--- src/rtl/cpuclk_pkg.sv ---
package cpuclk_pkg;
  localparam int NSRC     = 4;
  localparam int CODE_W   = 4;
  localparam int CNT_W    = 5;
  localparam logic [CODE_W-1:0] CODE_DIV8 = 4'h5;
  localparam logic [CODE_W-1:0] CODE_MAX  = 4'h9;

  typedef enum logic [1:0] {
    SRC_MAIN = 2'd0,
    SRC_SUB  = 2'd1,
    SRC_RING = 2'd2,
    SRC_PLL  = 2'd3
  } src_e;

  function automatic logic code_ok(input logic [CODE_W-1:0] c);
    return c <= CODE_MAX;
  endfunction

  // Low codes step by one, upper codes step by two.
  function automatic logic [CNT_W-1:0] code_div(input logic [CODE_W-1:0] c);
    logic [CNT_W-1:0] w;
    w = CNT_W'(c);
    if (c < 4'h4) return w + CNT_W'(1);
    else          return (w - CNT_W'(1)) << 1;
  endfunction
endpackage

--- src/rtl/cpuclk_src_mux.sv ---
module cpuclk_src_mux
  import cpuclk_pkg::*;
#(
  parameter int N = NSRC
) (
  input  logic         sel_sub_i,
  input  logic         sel_ring_i,
  input  logic         sel_pll_i,
  input  logic [N-1:0] tick_i,
  input  src_e         act_src_i,
  output src_e         req_src_o,
  output logic         src_tick_o
);
  logic [N-1:0] hit;

  always_comb begin
    if (sel_pll_i)       req_src_o = SRC_PLL;
    else if (sel_ring_i) req_src_o = SRC_RING;
    else if (sel_sub_i)  req_src_o = SRC_SUB;
    else                 req_src_o = SRC_MAIN;
  end

  for (genvar i = 0; i < N; i++) begin : g_hit
    assign hit[i] = tick_i[i] && (int'(act_src_i) == i);
  end

  assign src_tick_o = |hit;
endmodule

--- src/rtl/cpuclk_ctrl.sv ---
module cpuclk_ctrl
  import cpuclk_pkg::*;
#(
  parameter int CW = CODE_W
) (
  input  logic          clk_i,
  input  logic          rst_ni,
  input  logic          we_i,
  input  logic [CW-1:0] wdata_i,
  input  logic          stop_req_i,
  input  logic          lpm_req_i,
  input  logic          wake_i,
  input  src_e          act_src_i,
  output logic [CW-1:0] code_o,
  output logic          stopped_o
);
  logic [CW-1:0] code_q;
  logic          stop_q;
  logic          mode_entry, force_div8, wr_ok;

  assign mode_entry = stop_req_i || lpm_req_i;
  assign force_div8 = mode_entry && (act_src_i != SRC_RING);
  assign wr_ok      = we_i && code_ok(wdata_i);

  always_ff @(posedge clk_i or negedge rst_ni) begin
    if (!rst_ni) begin
      code_q <= CODE_DIV8;
      stop_q <= 1'b0;
    end else begin
      if (force_div8) code_q <= CODE_DIV8;
      else if (wr_ok) code_q <= wdata_i;
      if (stop_req_i)  stop_q <= 1'b1;
      else if (wake_i) stop_q <= 1'b0;
    end
  end

  assign code_o    = code_q;
  assign stopped_o = stop_q;

  a_r4_code_range: assert property (@(posedge clk_i) disable iff (!rst_ni)
    code_q <= CODE_MAX);
  a_r4_bad_write_ignored: assert property (@(posedge clk_i) disable iff (!rst_ni)
    (we_i && !code_ok(wdata_i) && !mode_entry) |=> $stable(code_q));
  a_r7_mode_forces_div8: assert property (@(posedge clk_i) disable iff (!rst_ni)
    force_div8 |=> (code_q == CODE_DIV8));
  a_r10_write_visible: assert property (@(posedge clk_i) disable iff (!rst_ni)
    (wr_ok && !mode_entry) |=> (code_q == $past(wdata_i)));
endmodule

--- src/rtl/cpuclk_divider.sv ---
module cpuclk_divider
  import cpuclk_pkg::*;
#(
  parameter int CW = CODE_W,
  parameter int KW = CNT_W
) (
  input  logic          clk_i,
  input  logic          rst_ni,
  input  logic          src_tick_i,
  input  logic          stopped_i,
  input  src_e          req_src_i,
  input  logic [CW-1:0] code_i,
  output logic          cpu_en_o,
  output logic          term_o,
  output src_e          act_src_o
);
  logic [KW-1:0] cnt_q, div_q;
  src_e          src_q;
  logic          en_q;
  logic          live_tick, pass_thru, at_end;

  assign live_tick = src_tick_i && !stopped_i;
  assign pass_thru = (src_q == SRC_SUB);
  assign at_end    = (cnt_q == div_q - KW'(1));
  assign term_o    = live_tick && (pass_thru || at_end);

  always_ff @(posedge clk_i or negedge rst_ni) begin
    if (!rst_ni) begin
      cnt_q <= '0;
      div_q <= code_div(CODE_DIV8);
      src_q <= SRC_MAIN;
      en_q  <= 1'b0;
    end else begin
      en_q <= term_o;
      if (term_o) begin
        cnt_q <= '0;
        div_q <= code_div(code_i);
        src_q <= req_src_i;
      end else if (live_tick && !pass_thru) begin
        cnt_q <= cnt_q + KW'(1);
      end
    end
  end

  assign cpu_en_o  = en_q;
  assign act_src_o = src_q;

  a_r3_count_below_div: assert property (@(posedge clk_i) disable iff (!rst_ni)
    cnt_q < div_q);
  a_r6_hold_between_terms: assert property (@(posedge clk_i) disable iff (!rst_ni)
    !term_o |=> ($stable(div_q) && $stable(src_q)));
  a_r5_sub_every_tick: assert property (@(posedge clk_i) disable iff (!rst_ni)
    (pass_thru && live_tick) |=> cpu_en_o);
  a_r8_quiet_when_stopped: assert property (@(posedge clk_i) disable iff (!rst_ni)
    stopped_i |=> !cpu_en_o);
endmodule

--- src/rtl/cpuclk_sel_div.sv ---
module cpuclk_sel_div
  import cpuclk_pkg::*;
#(
  parameter int CW = CODE_W,
  parameter int KW = CNT_W
) (
  input  logic          clk_i,
  input  logic          rst_ni,
  input  logic          main_tick_i,
  input  logic          sub_tick_i,
  input  logic          ring_tick_i,
  input  logic          pll_tick_i,
  input  logic          sel_sub_i,
  input  logic          sel_ring_i,
  input  logic          sel_pll_i,
  input  logic          div_we_i,
  input  logic [CW-1:0] div_wdata_i,
  input  logic          stop_req_i,
  input  logic          lpm_req_i,
  input  logic          wake_i,
  output logic          cpu_en_o,
  output logic          bus_en_o,
  output logic [CW-1:0] div_code_o
);
  logic [NSRC-1:0] ticks;
  src_e            req_src, act_src;
  logic            src_tick, stopped, term;
  logic [CW-1:0]   code;
  logic            bus_q;

  assign ticks = {pll_tick_i, ring_tick_i, sub_tick_i, main_tick_i};

  cpuclk_src_mux #(.N(NSRC)) u_mux (
    .sel_sub_i  (sel_sub_i),
    .sel_ring_i (sel_ring_i),
    .sel_pll_i  (sel_pll_i),
    .tick_i     (ticks),
    .act_src_i  (act_src),
    .req_src_o  (req_src),
    .src_tick_o (src_tick)
  );

  cpuclk_ctrl #(.CW(CW)) u_ctrl (
    .clk_i      (clk_i),
    .rst_ni     (rst_ni),
    .we_i       (div_we_i),
    .wdata_i    (div_wdata_i),
    .stop_req_i (stop_req_i),
    .lpm_req_i  (lpm_req_i),
    .wake_i     (wake_i),
    .act_src_i  (act_src),
    .code_o     (code),
    .stopped_o  (stopped)
  );

  cpuclk_divider #(.CW(CW), .KW(KW)) u_div (
    .clk_i      (clk_i),
    .rst_ni     (rst_ni),
    .src_tick_i (src_tick),
    .stopped_i  (stopped),
    .req_src_i  (req_src),
    .code_i     (code),
    .cpu_en_o   (cpu_en_o),
    .term_o     (term),
    .act_src_o  (act_src)
  );

  always_ff @(posedge clk_i or negedge rst_ni) begin
    if (!rst_ni) bus_q <= 1'b0;
    else         bus_q <= term;
  end

  assign bus_en_o   = bus_q;
  assign div_code_o = code;

  a_r9_bus_mirror: assert property (@(posedge clk_i) disable iff (!rst_ni)
    bus_en_o == cpu_en_o);
endmodule

--- config.mk ---
export PLATFORM = sky130hd
export DESIGN_NAME = cpuclk_sel_div
export DESIGN_NICKNAME = d
export VERILOG_FILES = /design/src/rtl/cpuclk_pkg.sv /design/src/rtl/cpuclk_src_mux.sv /design/src/rtl/cpuclk_ctrl.sv /design/src/rtl/cpuclk_divider.sv /design/src/rtl/cpuclk_sel_div.sv
export SDC_FILE = /design/constraint.sdc
export NUM_CORES = 1
export LEC_CHECK = 0
export BUFFER_PORTS_ARGS = -buffer_cell sky130_fd_sc_hd__buf_2
export CORE_UTILIZATION = 53
export DETAILED_ROUTE_END_ITERATION = 8
export PLACE_DENSITY = 0.78
export RECOVER_POWER = 100
export SLEW_MARGIN = 5
export SYNTH_ARGS = -nofsm -noshare
export SYNTH_HDL_FRONTEND = slang
export SYNTH_HIERARCHICAL = 1
export SYNTH_SLANG_ARGS = --single-unit
export TNS_END_PERCENT = 100
--- constraint.sdc ---
create_clock -name clk_i -period 2.2 [get_ports clk_i]
set_input_delay 0.11 -clock clk_i [delete_from_list [all_inputs] [get_ports clk_i]]
set_output_delay 0.11 -clock clk_i [all_outputs]
set_load 0.005 [all_outputs]
==> results.json, run 1 <==
{
  "grt_pass1_vias": 789,
  "fmax_ghz": 0.484,
  "yosysTopAreaCell": "dfrtp_1",
  "drtIter0Drc": 17,
  "syn_to_final_growth_pct": 19.3,
  "hold_viol_final": 0,
  "routed_wl_um": 2070,
  "muxShareOfSynthArea_pct": 7.95,
  "power.total_uw": 1440,
  "clockBufferDepth": 2,
  "antenna_found_initial": 0,
  "cts_buffers": 3,
  "clock-root-buffer": "clkbuf_4",
  "vias_per_cell": 5.31,
  "grt_usage_pct": 21.3,
  "grt_overflow": 0,
  "fin_crit_ps": 2070,
  "synth_xor_area_share_pct": 4.77,
  "worstSetupStartpointType": "flop",
  "drive_gt1_share_pct": 27.9,
  "vias": 887,
  "core_area_um2": 1960,
  "whs_ps": 76.0,
  "synth_warnings": 6,
  "cp.arrival_ps": 2260,
  "fillers": 167,
  "outcome": "finished clean",
  "synthCells": 109,
  "crit_family": "compound AO/OA/AOI/OAI gates",
  "busiest_layer": "met2",
  "use_met3_pct": 5.66,
  "ant_nets": 0,
  "nets": 162,
  "path_buf_inv": 1,
  "worstSetupEndpointType": "flop",
  "synth_cell_types": 39,
  "slew_viol_final": 0,
  "synth-compound-area-share_pct": 19.2,
  "cts_tree": "yes",
  "drc_errors": 0,
  "gr-usage-met2_pct": 34.2,
  "slowest_stage": "dfrtp_1",
  "synth_top_family_by_area": "compound AO/OA/AOI/OAI gates",
  "start_util_pct": 56.1,
  "place.detailed.hpwl_um": 1550,
  "p_per_area_nw_per_um2": 1090,
  "synth_fa_ha_area_share_pct": 4.55,
  "synthSimpleGateAreaFrac_pct": 16.6,
  "worstPathRequired_ps": 2390,
  "ys_seq_area_share_pct": 43.5,
  "synthesis.nets": 130,
  "worstMarginPinSlew_ps": 1010,
  "antennaDiodeCount": 0,
  "skew_ps": 6.86,
  "setup_viol": 0,
  "hp-class": "input port to flop",
  "maxCapViolCount": 0,
  "synth_top_area_share_pct": 36.4,
  "relSlewSlack_pct": 32.7,
  "die_area_um2": 2260,
  "crit_chain": "inv_1 -> ha_1 -> nand4bb_1 -> a211oi_2 -> o311ai_4 -> a21oi_4 -> mux2_2",
  "crit_fanout": 6,
  "die-height_um": 47.6,
  "netlist_area_um2": 1100,
  "fin_crit_sh_pct": 94.0,
  "max-vdd-ir-drop_mv": 0.672,
  "critical_path_class": "flop to flop",
  "clk_pin_slew_worst_paths_ps": 110,
  "finalSetupTns_ps": 0,
  "grt_pass1_wl_um": 3290,
  "grt_use_met1_pct": 28.5,
  "row_count": 16,
  "syn_avg_cell_area_um2": 10.1,
  "clk_latency_ps": 300,
  "cpPeakStageDelay_ps": 400,
  "io_pins": 23,
  "grt_setup_unrepaired": "false",
  "grt_max_degree": 20,
  "htree_levels": 1,
  "p_leak_uw": 0.000602,
  "ys_ff_latch": 19,
  "netlist_top_cells_area": "dfrtp_1, dfstp_2, ha_1",
  "detail_route.first_pass.iterations": 4,
  "io_buffers": 22,
  "cts.sinks": 19,
  "gp_congestion": 0.849,
  "routedWlPerCell_um": 12.4,
  "die_w_um": 47.6
}
[timing repair]
item,in CTS,in global routing
setup buffers,0,3
hold buffers,2,0
endpoints found under the setup margin,0,5
hold endpoints to repair,17,0
gates resized for setup,0,1
[registers in the layout, indices dropped and copies added (netlist names)]
signal / cells
u_div/cnt_q: 5
u_div/div_q: 5
u_ctrl/code_o: 4
u_div/act_src_o: 2
bus_en_o: 1
u_ctrl/stopped_o: 1
u_div/cpu_en_o: 1
[cell usage in the layout, fill, tap and decap left out, drive strengths merged]
master,netlist,final
a21o,2,2
or2,1,1
a2bb2oi,1,1
dfstp,3,3
nand2b,2,2
nor2,7,7
or3,1,1
buf,1,21
a31oi,1,1
or2b,1,1
nand4bb,1,1
ha,4,4
mux2i,2,2
o22ai,1,1
a211oi,1,1
inv,9,9
a22o,1,1
dfrtp,16,16
nand3b,1,1
nor3,4,4
mux4,1,1
mux2,4,4
xor2,3,3
clkbuf,0,9
xnor2,3,3
o21ai,6,6
nand4,1,1
and3,1,1
a211o,1,1
o31a,1,1
nand3,3,3
nor2b,2,2
a21bo,1,1
dlygate4sd3,0,2
o311ai,2,2
nand2,12,12
a221o,1,1
a21oi,7,7
[routing by layer]
| layer | wire, um | up-vias | share of wire (%) |
|---|---|---|---|
| met2 | 1000 | 21 | 49 |
| met4 | 26 | 0 | 1.3 |
| met5 | 0 | - | 0 |
| met1 | 961 | 416 | 46 |
| li1 | - | 448 | - |
| met3 | 76 | 2 | 3.7 |
[worst min-delay path, stage by stage]
cell    delay (ps)
buf_2           90
inv_1           40
a21o_1          90
[worst paths after layout]
| kind | slack (ps) | cells past startpoint | end | start |
|---|---|---|---|---|
| max | 130 | 7 | u_div/div_q[2]$_DFFE_PN0P_ | u_div/div_q[1]$_DFFE_PN0P_ |
| min | 80 | 3 | u_ctrl/stopped_o$_DFFE_PN0P_ | wake_i |
| max reg2reg | 130 | 7 | u_div/div_q[2]$_DFFE_PN0P_ | u_div/div_q[1]$_DFFE_PN0P_ |
| min reg2reg | 520 | 1 | u_ctrl/stopped_o$_DFFE_PN0P_ | u_ctrl/stopped_o$_DFFE_PN0P_ |
| max in group asynchronous | 1100 | 2 | u_div/cnt_q[4]$_DFFE_PN0P_ | rst_ni |
| min in group asynchronous | 490 | 2 | u_div/div_q[2]$_DFFE_PN0P_ | rst_ni |
[power breakdown]
part | internal, uW | switching (uW)
logic | 314 | 321
clock network | 70.6 | 104
registers | 480 | 149
[layout make-up]
class / count / area (um2) / share of cell area [%]
inverter: 9 / 33.8 / 2.57
sequential: 19 / 479 / 36.5
multi-input combinational: 80 / 584 / 44.5
clock buffer: 4 / 26.3 / 2.00
tap: 27 / 33.8 / 2.57
timing repair buffer: 28 / 156 / 11.9
[logic make-up (layout without fill, tap and decap cells)]
family,count (synthesis),in the layout
xor+xnor,6,6
mux,7,7
simple gates,37,37
flops,19,19
buf+inv,10,41
fa+ha+maj,4,4
compound gates,26,26
[cells in the mapped netlist, drive strengths merged]
library cell   n
ha             4
dfstp          3
a22o           1
and3           1
a221o          1
nand3b         1
mux4           1
nand4          1
nand2         12
dfrtp         16
nand3          3
nor2           7
a21oi          7
o31a           1
o311ai         2
o21ai          6
a211o          1
mux2i          2
or3            1
mux2           4
nor3           4
inv            9
a31oi          1
nand4bb        1
a21o           2
or2            1
nand2b         2
o22ai          1
buf            1
a2bb2oi        1
xnor2          3
or2b           1
a211oi         1
a21bo          1
xor2           3
nor2b          2
[stage by stage]
step	std cells	setup WS (ps)	area, um2	util [%]
floorplan	109	172	1100	-
global placement	158	151	1250	63.6
detailed placement	158	63.1	1250	63.6
CTS	164	46.7	1290	66.0
global route	167	34.8	1310	67.0
finish	167	132	1310	67.0
Power figures use the tool's default switching activity.
==> inputs of run 2 (changes only) <==
- CORE_ASPECT_RATIO: default -> 1.5
==> results.json, run 2 (synthesis gave the netlist of run 1 again) <==
{
  "min_delay_worst_endpoint": "u_ctrl/stopped_o$_DFFE_PN0P_",
  "grt_max_degree": 20,
  "power.total_uw": 1430,
  "row_count": 19,
  "dr_wl_met3_um": 81,
  "vias": 901,
  "clock-root-buffer": "clkbuf_4",
  "finalSetupTns_ps": 0,
  "highest_layer": "met4",
  "die_w_um": 39.2,
  "p_per_area_nw_per_um2": 1110,
  "final_common_cell": "buf_2",
  "grt_overflow": 0,
  "io_buffers": 22,
  "core_area_um2": 1900,
  "grt_pass1_vias": 826,
  "routed_wl_um": 2110,
  "worstPathRequired_ps": 2390,
  "hp-start": "wake_i",
  "r2r_end": "u_div/div_q[2]$_DFFE_PN0P_",
  "fin_crit_sh_pct": 95.8,
  "drive_gt1_share_pct": 27.5,
  "max-vdd-ir-drop_mv": 0.672,
  "syn_to_final_growth_pct": 17.2,
  "drc_errors": 0,
  "grt_pass1_wl_um": 3390,
  "ant_nets": 0,
  "place.detailed.hpwl_um": 1600,
  "cts_tree": "yes",
  "htree_levels": 1,
  "gp_congestion": 0.783,
  "final_cell_mix": "buf_2, dfrtp_1, nand2_1",
  "r2r_start": "u_div/div_q[0]$_DFFE_PN0P_",
  "fin_util_pct": 67.8,
  "r2r_slack_ps": 90,
  "wl_met2_um": 1130,
  "outcome": "finished clean",
  "worstSetupStartpointType": "flop",
  "hp-class": "input port to flop",
  "holdPathStages": 3,
  "hold_viol_final": 0,
  "drtIter0Drc": 20,
  "nets": 160,
  "fin_crit_ps": 2110,
  "clk_latency_ps": 300,
  "antenna_found_initial": 0,
  "die-height_um": 57.8,
  "whs_ps": 64.7,
  "grt_usage_pct": 21.3,
  "die_area_um2": 2270,
  "io_pins": 23,
  "setup_viol": 0,
  "vias_per_cell": 5.67,
  "clockBufferDepth": 2,
  "worstSetupEndpointType": "flop",
  "antennaDiodeCount": 0,
  "multi_input_area_um2": 584,
  "numPlacedInstances": 152,
  "finalNonFillerCells": 159,
  "reg2reg_depth": 7,
  "detail_route.first_pass.iterations": 4,
  "seqCellArea_um2": 479,
  "maxCapViolCount": 0,
  "relSlewSlack_pct": 33.1,
  "p_leak_uw": 0.000598,
  "routedWlPerCell_um": 13.3,
  "slew_viol_final": 0,
  "grt_setup_unrepaired": "false",
  "fmax_ghz": 0.474,
  "clk_pin_slew_worst_paths_ps": 100,
  "skew_ps": 2.96,
  "crit_fanout": 6,
  "worstMarginPinSlew_ps": 1000,
  "fillers": 156,
  "critical_path_class": "flop to flop",
  "cts_buffers": 3,
  "met1Wirelength_um": 858,
  "start_util_pct": 57.9,
  "cts.sinks": 19,
  "cp.arrival_ps": 2300
}
[run 2: through the flow]
stage               cell area (um2)  worst slack [ps]
floorplan                      1100               172
finish                         1290              91.6
detailed placement             1240              86.9
global route                   1290              6.67
CTS                            1290              72.3
global placement               1240               140
[run 2: final cells by class]
type | count | share of cell area [%]
multi-input cells | 80 | 45.3
repair buffers | 26 | 10.9
flip-flops and latches | 19 | 37.1
well taps | 21 | 2.04
inverters | 9 | 2.62
clock buffers | 4 | 2.04
[run 2: worst max path at each step]
| stage | start | to | slack [ps] | cells past startpoint |
|---|---|---|---|---|
| after floorplan | u_div/div_q[0]$_DFFE_PN0P_ | u_div/div_q[0]$_DFFE_PN0P_ | 170 | 7 |
| after global placement | u_div/div_q[0]$_DFFE_PN0P_ | u_div/div_q[0]$_DFFE_PN0P_ | 140 | 7 |
| after detailed placement | u_div/div_q[0]$_DFFE_PN0P_ | u_div/div_q[0]$_DFFE_PN0P_ | 90 | 7 |
| after CTS | u_div/div_q[0]$_DFFE_PN0P_ | u_div/div_q[0]$_DFFE_PN0P_ | 70 | 7 |
| after global routing | u_div/div_q[0]$_DFFE_PN0P_ | u_div/div_q[2]$_DFFE_PN0P_ | 7 | 7 |
| final | u_div/div_q[0]$_DFFE_PN0P_ | u_div/div_q[2]$_DFFE_PN0P_ | 90 | 7 |
[run 2: power by group]
group | internal, uW | leakage [uW] | switching [uW]
Clock | 70.7 | 0.0000150 | 107
Sequential | 480 | 0.000226 | 158
Combinational | 302 | 0.000357 | 310
[run 2: timing repair]
action | CTS | global route
hold buffers | 2 | 0
endpoints found under the setup margin | 0 | 4
resized for setup | 0 | 0
buffers inserted | 0 | 1
hold endpoints to repair | 17 | 0
[run 2: critical path, stage by stage (launching register included)]
cell and delay, ps:
dfrtp_1 410, inv_1 60, ha_1 300, xnor2_1 140
a211oi_2 270, o311ai_4 190, a21oi_4 270, mux2_2 370
[run 2: layer usage]
| metal | GRT usage [%] | vias up |
|---|---|---|
| met3 | 3.45 | 5 |
| met5 | 0 | - |
| met4 | 7.39 | 0 |
| li1 | - | 446 |
| met1 | 25.9 | 422 |
| met2 | 36.7 | 28 |
==> inputs of run 3 (changes only) <==
- RECOVER_POWER: 100 -> default
==> results.json, run 3 (synthesis gave the netlist of run 1 again) <==
{
  "place_ws_ps": 86.9,
  "hold_viol_final": 0,
  "relSlewSlack_pct": 72.1,
  "r2r_start": "u_div/div_q[0]$_DFFE_PN0P_",
  "htree_levels": 1,
  "place.detailed.hpwl_um": 1600,
  "worstMarginPinSlew_ps": 418,
  "clockBufferDepth": 2,
  "die_area_um2": 2270,
  "finalNonFillerCells": 159,
  "worstSetupEndpointType": "flop",
  "crit_fanout": 6,
  "min_delay_worst_endpoint": "u_ctrl/stopped_o$_DFFE_PN0P_",
  "grt_max_degree": 20,
  "vias": 898,
  "drc_errors": 0,
  "drive_gt1_share_pct": 30.4,
  "cts.sinks": 19,
  "drtIter0Drc": 15,
  "cts_tree": "yes",
  "gp_congestion": 0.783,
  "maxCapViolCount": 0,
  "fin_crit_ps": 2110,
  "syn_to_final_growth_pct": 17.6,
  "vias_per_cell": 5.65,
  "busiest_layer": "met2",
  "worstPathRequired_ps": 2390,
  "io_pins": 23,
  "die-height_um": 57.8,
  "skew_ps": 3.79,
  "gr-usage-met2_pct": 36.7,
  "start_util_pct": 57.9,
  "finalSetupTns_ps": 0,
  "hp-start": "wake_i",
  "antenna_found_initial": 0,
  "reg2reg_depth": 7,
  "worstSetupStartpointType": "flop",
  "grt_pass1_vias": 826,
  "clock-root-buffer": "clkbuf_4",
  "routed_wl_um": 2090,
  "io_buffers": 22,
  "p_leak_uw": 0.000606,
  "clk_pin_slew_worst_paths_ps": 100,
  "fmax_ghz": 0.474,
  "clk_latency_ps": 300,
  "outcome": "finished clean",
  "detail_route.first_pass.iterations": 4,
  "fin_crit_sh_pct": 95.8,
  "setup_viol": 0,
  "cts_resized": 0,
  "max-vdd-ir-drop_mv": 0.671,
  "use_met3_pct": 3.45,
  "power.total_uw": 1430,
  "die_w_um": 39.2,
  "p_per_area_nw_per_um2": 1110,
  "core_area_um2": 1900,
  "ant_nets": 0,
  "grt_overflow": 0,
  "cp.arrival_ps": 2300,
  "critical_path_class": "flop to flop",
  "r2r_end": "u_div/div_q[2]$_DFFE_PN0P_",
  "worst_slack_ps": 92.2,
  "numPlacedInstances": 152,
  "slew_viol_final": 0,
  "nets": 160,
  "row_count": 19,
  "grt_use_met1_pct": 25.9,
  "antennaDiodeCount": 0,
  "final_cell_mix": "buf_2, dfrtp_1, nand2_1",
  "cts_buffers": 3,
  "r2r_slack_ps": 90,
  "final_common_cell": "buf_2",
  "grt_pass1_wl_um": 3390,
  "grt_usage_pct": 21.3,
  "holdPathStages": 3,
  "routedWlPerCell_um": 13.1,
  "grt_setup_unrepaired": "false",
  "hp-class": "input port to flop"
}
-- run 3: timing repair --
item,4_1_cts,5_1_grt
hold buffers,2,0
hold endpoints to repair,17,0
endpoints found under the setup margin,0,4
setup buffers,0,1
-- run 3: area by class of cell --
cell class / instances / area (um2)
fill: 156 / 607
multi-input combinational: 80 / 584
sequential: 19 / 479
timing repair buffer: 26 / 145
inverter: 9 / 33.8
clock buffer: 4 / 26.3
tap: 21 / 26.3
-- run 3: power by group --
part           switching [uW]  total [uW]  internal, uW
Sequential                157         643           485
Clock                     106         177          70.7
Combinational             310         615           305
-- run 3: how the worst max path moves through the flow --
stage / start / end / slack, ps / cells past startpoint
after floorplan: u_div/div_q[0]$_DFFE_PN0P_ / u_div/div_q[0]$_DFFE_PN0P_ / 170 / 7
after global placement: u_div/div_q[0]$_DFFE_PN0P_ / u_div/div_q[0]$_DFFE_PN0P_ / 140 / 7
after detailed placement: u_div/div_q[0]$_DFFE_PN0P_ / u_div/div_q[0]$_DFFE_PN0P_ / 90 / 7
after CTS: u_div/div_q[0]$_DFFE_PN0P_ / u_div/div_q[0]$_DFFE_PN0P_ / 70 / 7
after global routing: u_div/div_q[0]$_DFFE_PN0P_ / u_div/div_q[2]$_DFFE_PN0P_ / 6 / 7
final: u_div/div_q[0]$_DFFE_PN0P_ / u_div/div_q[2]$_DFFE_PN0P_ / 90 / 7
-- run 3: critical path, stage by stage (launching register included) --
cell,delay (ps)
dfrtp_1,410
inv_1,60
ha_1,300
xnor2_1,140
a211oi_2,270
o311ai_4,190
a21oi_4,270
mux2_2,370
-- run 3: per-stage QoR --
step	cell area [um2]	hold WS, ps	util, %
after floorplan	1100	-186	-
final	1290	64.5	68.1
after global routing	1290	64.3	68.1
after CTS	1290	65.0	67.7
after global placement	1240	67.7	65.3
after detailed placement	1240	71.7	65.3
-- run 3: metal layers --
| layer | up-vias | part of all wire (%) | wire length [um] |
|---|---|---|---|
| met3 | 5 | 3.4 | 71 |
| met4 | 0 | 1.9 | 40 |
| met2 | 25 | 54 | 1130 |
| li1 | 447 | - | - |
| met5 | - | 0 | 0 |
| met1 | 421 | 41 | 847 |
